[src/rtl/cal_pkg.sv]
package cal_pkg;
  // field widths
  localparam int SEC_W  = 6;
  localparam int MIN_W  = 6;
  localparam int HOUR_W = 5;
  localparam int DAY_W  = 5;
  localparam int MON_W  = 4;
  localparam int YEAR_W = 6;

  // field positions inside the packed words (decoded by software)
  localparam int SEC_LSB  = 0;
  localparam int MIN_LSB  = 8;
  localparam int HOUR_LSB = 16;
  localparam int DAY_LSB  = 0;
  localparam int MON_LSB  = 8;
  localparam int YEAR_LSB = 16;
  localparam int LEAP_BIT = 22;

  // busy flag positions in the control word
  localparam int BUSY_DATE_BIT = 7;
  localparam int BUSY_TIME_BIT = 8;

  // rollover limits
  localparam int SEC_MAX  = 59;
  localparam int MIN_MAX  = 59;
  localparam int HOUR_MAX = 23;
  localparam int MON_MAX  = 12;
  // offset mod 4 at which 1970+offset is a leap year
  localparam int LEAP_PHASE = 2;

  typedef struct packed {
    logic [HOUR_W-1:0] hour;
    logic [MIN_W-1:0]  minute;
    logic [SEC_W-1:0]  second;
  } timeT;

  typedef struct packed {
    logic              leap;
    logic [YEAR_W-1:0] year;
    logic [MON_W-1:0]  month;
    logic [DAY_W-1:0]  day;
  } dateT;

  typedef struct packed {
    logic captureTime;
    logic captureDate;
    logic commitTime;
    logic commitDate;
    logic advance;
  } strobeT;

  function automatic timeT unpackTime(input logic [31:0] w);
    timeT t;
    t.second = w[SEC_LSB  +: SEC_W];
    t.minute = w[MIN_LSB  +: MIN_W];
    t.hour   = w[HOUR_LSB +: HOUR_W];
    return t;
  endfunction

  function automatic dateT unpackDate(input logic [31:0] w);
    dateT d;
    d.day   = w[DAY_LSB  +: DAY_W];
    d.month = w[MON_LSB  +: MON_W];
    d.year  = w[YEAR_LSB +: YEAR_W];
    d.leap  = w[LEAP_BIT];
    return d;
  endfunction

  function automatic logic [31:0] packTime(input timeT t);
    logic [31:0] w;
    w = '0;
    w[SEC_LSB  +: SEC_W]  = t.second;
    w[MIN_LSB  +: MIN_W]  = t.minute;
    w[HOUR_LSB +: HOUR_W] = t.hour;
    return w;
  endfunction

  function automatic logic [31:0] packDate(input dateT d);
    logic [31:0] w;
    w = '0;
    w[DAY_LSB  +: DAY_W]  = d.day;
    w[MON_LSB  +: MON_W]  = d.month;
    w[YEAR_LSB +: YEAR_W] = d.year;
    w[LEAP_BIT]           = d.leap;
    return w;
  endfunction
endpackage

[src/rtl/cal_month_end.sv]
module cal_month_end
  import cal_pkg::*;
(
  input  logic [MON_W-1:0] month,
  input  logic             leap,
  output logic [DAY_W-1:0] lastDay
);
  always_comb begin
    case (month)
      MON_W'(2):  lastDay = leap ? DAY_W'(29) : DAY_W'(28);
      MON_W'(4),
      MON_W'(6),
      MON_W'(9),
      MON_W'(11): lastDay = DAY_W'(30);
      default:    lastDay = DAY_W'(31);
    endcase
  end
endmodule

[src/rtl/cal_ctrl.sv]
module cal_ctrl
  import cal_pkg::*;
#(
  parameter int ADDR_W    = 8,
  parameter int ADDR_DATE = 'h10,
  parameter int ADDR_TIME = 'h14
) (
  input  logic              clk,
  input  logic              rstN,
  input  logic              secTick,
  input  logic              regWrEn,
  input  logic [ADDR_W-1:0] regAddr,
  output strobeT            strb,
  output logic              busyTime,
  output logic              busyDate
);
  logic wrTime, wrDate;

  assign wrTime = regWrEn && (regAddr == ADDR_W'(ADDR_TIME));
  assign wrDate = regWrEn && (regAddr == ADDR_W'(ADDR_DATE));

  // a write in the tick cycle defers that word's commit
  always_comb begin
    strb.captureTime = wrTime;
    strb.captureDate = wrDate;
    strb.commitTime  = secTick && busyTime && !wrTime;
    strb.commitDate  = secTick && busyDate && !wrDate;
    strb.advance     = secTick;
  end

  always_ff @(posedge clk) begin
    if (!rstN) begin
      busyTime <= 1'b0;
      busyDate <= 1'b0;
    end else begin
      if (wrTime)               busyTime <= 1'b1;
      else if (strb.commitTime) busyTime <= 1'b0;
      if (wrDate)               busyDate <= 1'b1;
      else if (strb.commitDate) busyDate <= 1'b0;
    end
  end

  a_r7_time_busy_set: assert property (@(posedge clk) disable iff (!rstN)
    wrTime |=> busyTime);
  a_r8_date_busy_set: assert property (@(posedge clk) disable iff (!rstN)
    wrDate |=> busyDate);
  a_r9_time_busy_clear: assert property (@(posedge clk) disable iff (!rstN)
    (secTick && busyTime && !wrTime) |=> !busyTime);
  a_r9_date_busy_clear: assert property (@(posedge clk) disable iff (!rstN)
    (secTick && busyDate && !wrDate) |=> !busyDate);
  a_r12_busy_no_tick: assert property (@(posedge clk) disable iff (!rstN)
    (!secTick && !regWrEn) |=> ($stable(busyTime) && $stable(busyDate)));
endmodule

[src/rtl/cal_datapath.sv]
module cal_datapath
  import cal_pkg::*;
#(
  parameter int DATA_W = 32
) (
  input  logic              clk,
  input  logic              rstN,
  input  strobeT            strb,
  input  logic [DATA_W-1:0] wrData,
  output timeT              curTime,
  output dateT              curDate
);
  localparam timeT TIME_RST = '{hour: '0, minute: '0, second: '0};
  localparam dateT DATE_RST = '{leap: 1'b0, year: '0, month: MON_W'(1), day: DAY_W'(1)};

  timeT pendTime, timeInc;
  dateT pendDate, dateInc;
  logic secWrap, minWrap, hourWrap, dayCarry;
  logic [DAY_W-1:0]  lastDay;
  logic [YEAR_W-1:0] yearNext;
  logic [31:0] wrWord;
  logic unusedWide;

  if (DATA_W >= 32) begin : g_wide
    assign wrWord     = wrData[31:0];
    assign unusedWide = ^wrData;
  end else begin : g_narrow
    assign wrWord     = 32'(wrData);
    assign unusedWide = 1'b0;
  end

  cal_month_end u_monthEnd (
    .month   (curDate.month),
    .leap    (curDate.leap),
    .lastDay (lastDay)
  );

  // time increment with at-or-above rollover
  always_comb begin
    secWrap  = curTime.second >= SEC_W'(SEC_MAX);
    minWrap  = curTime.minute >= MIN_W'(MIN_MAX);
    hourWrap = curTime.hour   >= HOUR_W'(HOUR_MAX);
    dayCarry = secWrap && minWrap && hourWrap;
    timeInc  = curTime;
    if (!secWrap) begin
      timeInc.second = curTime.second + 1'b1;
    end else begin
      timeInc.second = '0;
      if (!minWrap) begin
        timeInc.minute = curTime.minute + 1'b1;
      end else begin
        timeInc.minute = '0;
        timeInc.hour   = hourWrap ? '0 : curTime.hour + 1'b1;
      end
    end
  end

  // date increment, applied only on a day carry
  always_comb begin
    yearNext = curDate.year + 1'b1;
    dateInc  = curDate;
    if (curDate.day < lastDay) begin
      dateInc.day = curDate.day + 1'b1;
    end else begin
      dateInc.day = DAY_W'(1);
      if (curDate.month < MON_W'(MON_MAX)) begin
        dateInc.month = curDate.month + 1'b1;
      end else begin
        dateInc.month = MON_W'(1);
        dateInc.year  = yearNext;
        dateInc.leap  = (yearNext[1:0] == 2'(LEAP_PHASE));
      end
    end
  end

  always_ff @(posedge clk) begin
    if (!rstN) begin
      pendTime <= TIME_RST;
      pendDate <= DATE_RST;
    end else begin
      if (strb.captureTime) pendTime <= unpackTime(wrWord);
      if (strb.captureDate) pendDate <= unpackDate(wrWord);
    end
  end

  always_ff @(posedge clk) begin
    if (!rstN) begin
      curTime <= TIME_RST;
      curDate <= DATE_RST;
    end else begin
      if (strb.commitTime)   curTime <= pendTime;
      else if (strb.advance) curTime <= timeInc;
      if (strb.commitDate)
        curDate <= pendDate;
      else if (strb.advance && !strb.commitTime && dayCarry)
        curDate <= dateInc;
    end
  end

  a_r12_time_hold: assert property (@(posedge clk) disable iff (!rstN)
    !strb.advance |=> $stable(curTime));
  a_r12_date_hold: assert property (@(posedge clk) disable iff (!rstN)
    !strb.advance |=> $stable(curDate));
  a_r4_sec_step: assert property (@(posedge clk) disable iff (!rstN)
    (strb.advance && !strb.commitTime && curTime.second < SEC_W'(SEC_MAX))
      |=> curTime.second == $past(curTime.second) + 1'b1);
  a_r9_time_load: assert property (@(posedge clk) disable iff (!rstN)
    strb.commitTime |=> curTime == $past(pendTime));
  a_r9_date_load: assert property (@(posedge clk) disable iff (!rstN)
    strb.commitDate |=> curDate == $past(pendDate));
  a_r9_date_still_on_time_load: assert property (@(posedge clk) disable iff (!rstN)
    (strb.commitTime && !strb.commitDate) |=> $stable(curDate));
  a_r6_leap_follows_year: assert property (@(posedge clk) disable iff (!rstN)
    (strb.advance && !strb.commitDate && !strb.commitTime && dayCarry
       && curDate.month >= MON_W'(MON_MAX) && curDate.day >= lastDay)
      |=> curDate.leap == (curDate.year[1:0] == 2'(LEAP_PHASE)));
  a_r5_day_valid: assert property (@(posedge clk) disable iff (!rstN)
    (strb.advance && !strb.commitTime && !strb.commitDate && dayCarry)
      |=> (curDate.day == DAY_W'(1)) || (curDate.day == $past(curDate.day) + 1'b1));
endmodule

[src/rtl/cal_clock.sv]
module cal_clock
  import cal_pkg::*;
#(
  parameter int ADDR_W    = 8,
  parameter int DATA_W    = 32,
  parameter int ADDR_CTRL = 'h00,
  parameter int ADDR_DATE = 'h10,
  parameter int ADDR_TIME = 'h14
) (
  input  logic              clk,
  input  logic              rstN,
  input  logic              secTick,
  input  logic              regWrEn,
  input  logic [ADDR_W-1:0] regAddr,
  input  logic [DATA_W-1:0] regWrData,
  output logic [DATA_W-1:0] regRdData
);
  strobeT strb;
  logic   busyTime, busyDate;
  timeT   curTime;
  dateT   curDate;
  logic [31:0] ctrlWord, rdWord;

  cal_ctrl #(
    .ADDR_W    (ADDR_W),
    .ADDR_DATE (ADDR_DATE),
    .ADDR_TIME (ADDR_TIME)
  ) u_ctrl (
    .clk      (clk),
    .rstN     (rstN),
    .secTick  (secTick),
    .regWrEn  (regWrEn),
    .regAddr  (regAddr),
    .strb     (strb),
    .busyTime (busyTime),
    .busyDate (busyDate)
  );

  cal_datapath #(
    .DATA_W (DATA_W)
  ) u_data (
    .clk     (clk),
    .rstN    (rstN),
    .strb    (strb),
    .wrData  (regWrData),
    .curTime (curTime),
    .curDate (curDate)
  );

  always_comb begin
    ctrlWord = '0;
    ctrlWord[BUSY_TIME_BIT] = busyTime;
    ctrlWord[BUSY_DATE_BIT] = busyDate;
  end

  always_comb begin
    if (regAddr == ADDR_W'(ADDR_TIME))      rdWord = packTime(curTime);
    else if (regAddr == ADDR_W'(ADDR_DATE)) rdWord = packDate(curDate);
    else if (regAddr == ADDR_W'(ADDR_CTRL)) rdWord = ctrlWord;
    else                                    rdWord = '0;
  end

  assign regRdData = DATA_W'(rdWord);
endmodule

[config.mk]
export PLATFORM = sky130hd
export DESIGN_NAME = cal_clock
export DESIGN_NICKNAME = d
export VERILOG_FILES = /design/src/rtl/cal_pkg.sv /design/src/rtl/cal_month_end.sv /design/src/rtl/cal_ctrl.sv /design/src/rtl/cal_datapath.sv /design/src/rtl/cal_clock.sv
export SDC_FILE = /design/constraint.sdc
export NUM_CORES = 1
export LEC_CHECK = 0
export ABC_CLOCK_PERIOD_IN_PS = 6150
export BUFFER_PORTS_ARGS = -buffer_cell sky130_fd_sc_hd__buf_2
export CAP_MARGIN = 5
export CORE_ASPECT_RATIO = 0.5
export CORE_MARGIN = 2
export CORE_UTILIZATION = 35
export CTS_CLUSTER_DIAMETER = 100
export CTS_CLUSTER_SIZE = 24
export DETAILED_ROUTE_END_ITERATION = 10
export REMOVE_ABC_BUFFERS = 1
export SLEW_MARGIN = 20
export SYNTH_ARGS = -nofsm -noshare
export SYNTH_HDL_FRONTEND = slang
export SYNTH_SLANG_ARGS = --single-unit
[constraint.sdc]
create_clock -name clk -period 6.15 [get_ports clk]
set_input_delay 0.9225 -clock clk [delete_from_list [all_inputs] [get_ports clk]]
set_output_delay 0.9225 -clock clk [all_outputs]
set_load 0.01 [all_outputs]
==> flow_metrics.env <==
export IMPL_status="finished clean"
export IMPL_p_sw_uw=227
export IMPL_clk_pin_slew_ns=0.06
export IMPL_post_cts_buffers=0
export IMPL_grtUsageMet1_pct=27.2
export IMPL_antenna_found_initial=0
export IMPL_die_h_um=76.3
export IMPL_cts_resized_gates=0
export IMPL_drtAntennaViolNets=0
export IMPL_finalHoldViolCount=0
export IMPL_hold_buffers=0
export IMPL_synth_cells=469
export IMPL_dr_pass1_iters=5
export IMPL_ir_drop_v=0.000148
export IMPL_fin_nets=556
export IMPL_slew_viol_final=0
export IMPL_avgViaCountPerCell=5.36
export IMPL_crit_chain="buf_2 -> nor4b_4 -> and2_1 -> a22oi_1 -> nand2_1 -> buf_2"
export IMPL_cp_start_kind="primary input"
export IMPL_cts_sinks=68
export IMPL_drc_errors=0
export IMPL_min_period_ns=3.54
export IMPL_totalWireLength_um=10300
export IMPL_cp_arrival_ns=2.62
export IMPL_yosys_warnings=0
export IMPL_clk_latency_ns=0.33
export IMPL_root_buffer="clkbuf_16"
export IMPL_area_growth_pct=15.9
export IMPL_dpl_hpwl_um=7100
export IMPL_grt_max_degree=46
export IMPL_grtUsageMet2_pct=28.4
export IMPL_synth_edf_count=0
export IMPL_drive_above_1_share_pct=16.6
export IMPL_slew_headroom_pct=41.7
export IMPL_grt_pass1_vias=3126
export IMPL_ys_seq_area_share_pct=37.2
export IMPL_synth_ff_type="dfxtp_1"
export IMPL_vias=3465
export IMPL_yosysUniqueCellTypes=59
export IMPL_rsz0062_at_grt="false"
export IMPL_hp_class="flip-flop to flip-flop"
export IMPL_tns_ns=0
export IMPL_wl_per_cell_um=15.9
export IMPL_cts_buffer_depth=2
export IMPL_cts_buffers=9
export IMPL_finalCritPeriodShare_pct=57.6
export IMPL_seq_power_share_pct=43.0
export IMPL_leakage_uw=0.00159
export IMPL_avgSynthCellArea_um2=7.79
export IMPL_clkPwrFrac_pct=52.9
export IMPL_nFillCells=1060
export IMPL_track_usage_pct=18.9
export IMPL_power_density_nw_per_um2=245
export IMPL_fin_hold_ws_ns=0.452
export IMPL_grt_util_met3_pct=4.61
export IMPL_die_area_um2=11300
export IMPL_place_area_um2=3910
export IMPL_setup_violations=0
export IMPL_grt_overflow=0
export IMPL_syn_area_um2=3650
export IMPL_fmax_mhz=282
export IMPL_io_buffers=50
export IMPL_max_cap_viol_count=0
export IMPL_switching_share_pct=21.9
export IMPL_crit_top_cell="buf_2"
export IMPL_post_route_util_pct=41.6
export IMPL_worst_pin_slew_ns=0.874
export IMPL_die_w_um=149
export IMPL_rows=26
export IMPL_combPwrFrac_pct=4.1
export IMPL_worstSetupEndpointType="output pin"
export IMPL_crit_fanout=15
export IMPL_ys_ff_latch=68
export IMPL_initial_core_util_pct=35.9
export IMPL_diodes=0
export IMPL_htreeDepth=3
export IMPL_pin_count=76
export IMPL_intPower_uw=811
export IMPL_fin_skew_ns=0.00420
export IMPL_postLayoutCellArea_um2=4240
export IMPL_critPathMaxStageDelay_ns=0.62
export IMPL_cp_required_ns=5.23
export IMPL_critical_path_class="primary input to output pin"
export IMPL_coreArea_um2=10200
export IMPL_async_reset_ff_share_pct=0
export IMPL_drt_iter0_drc=343
export IMPL_cts_tree="built"
export IMPL_cp_slowest_cell="nor4b_4"
export IMPL_grt_first_pass_wirelength_um=16700
export IMPL_gp_congestion=0.834
export IMPL_grt_busiest_layer="met2"
registers in the layout, summed over array words and instances (netlist names):
register,cells
u_data.curTime,17
u_data.pendTime,17
u_data.curDate,16
u_ctrl.busyDate,1
u_ctrl.busyTime,1
u_data.pendDate,16
power groups by stage:
stage	clock [uW]	combinational [uW]	sequential, uW
after detailed placement	0	41.1	456
after global routing	581	46.9	447
after global placement	0	40.6	456
final	549	42.4	447
after CTS	557	41.4	447
after floorplan	0	17.2	455
synthesized netlist by cell type, drive strengths merged, types with 2 or more instances:
library cell	n	share of area, %
nor2	24	2.7
a21o	2	0.41
a21oi	57	7.8
a31oi	9	1.5
nor3	9	1.4
a22oi	2	0.41
a221oi	3	0.72
nand3	23	3.5
o211ai	3	0.62
a22o	13	3.1
xor2	4	0.96
a211oi	4	0.82
o2111ai	2	0.65
dfxtp	68	37
and2	4	0.68
or3	3	0.51
nor3b	3	0.62
and4	2	0.48
or2	2	0.34
a311oi	6	1.6
nor4	3	0.68
o311ai	3	0.72
and3	13	2.2
buf	22	4.0
o22ai	2	0.34
a31o	3	0.96
nand4	3	0.51
clkbuf	19	2.1
ha	11	3.8
inv	10	1.0
nand2	93	9.6
o21ai	31	4.2
nor4b	2	1.1
logic make-up after synthesis:
family,share of synthesized area [%]
xor+xnor,1.20
fa+ha+maj,3.77
buf+inv,7.05
other cells,0.103
simple gates,24.8
flops,37.2
compound gates,25.2
mux,0.582
routing by layer:
| layer | part of all wire, % | wire length (um) |
|---|---|---|
| met2 | 43 | 4460 |
| met4 | 0.68 | 70 |
| met1 | 52 | 5320 |
| met5 | 0 | 0 |
| met3 | 4.3 | 439 |
final timing paths:
check / start / to / slack, ns / cells past startpoint
max reg2reg: u_data.curDate[5] / u_data.curDate[13] / 3.52 / 9
max: regAddr[5] / regRdData[8] / 2.61 / 6
min reg2reg: u_data.pendDate[11] / u_data.pendDate[11] / 0.45 / 2
min: u_data.pendDate[11] / u_data.pendDate[11] / 0.45 / 2
per-stage QoR:
step	cells	total power [uW]	setup WS, ns
global route	646	1070	2.31
finish	646	1040	2.61
global placement	630	497	2.06
floorplan	439	472	3.05
detailed placement	630	498	2.07
CTS	646	1050	2.32
cell type report:
cell class | instances | area (um2) | area share [%]
well taps | 140 | 175 | 4.14
repair buffers | 51 | 258 | 6.09
inverters | 10 | 37.5 | 0.886
multi-input cells | 361 | 2090 | 49.2
clock inverters | 6 | 88.8 | 2.10
clock buffers | 10 | 229 | 5.41
flip-flops and latches | 68 | 1360 | 32.1
layout by cell type, fill, tap and decap left out, types with 4 or more instances in the layout:
master,synthesis,layout
buf_2,5,50
a31oi_1,9,9
xor2_1,4,4
dfxtp_1,68,68
a21oi_1,57,57
inv_1,9,9
a22o_1,13,13
nand3_1,22,22
ha_1,11,11
o21ai_0,31,31
nor3_1,8,8
nand2_1,92,92
and3_1,13,13
a311oi_1,5,5
a211oi_1,4,4
nor2_1,23,23
conb_1,1,12
and2_1,4,4
clkbuf_16,0,9
critical path, delay by kind of cell:
family / cells / cell delay (ns)
AO/OA/AOI/OAI: 1 / 0.16
buffers and inverters: 2 / 0.25
AND/OR/NAND/NOR: 3 / 1.28
No activity file was read; power rests on OpenSTA's default activity.
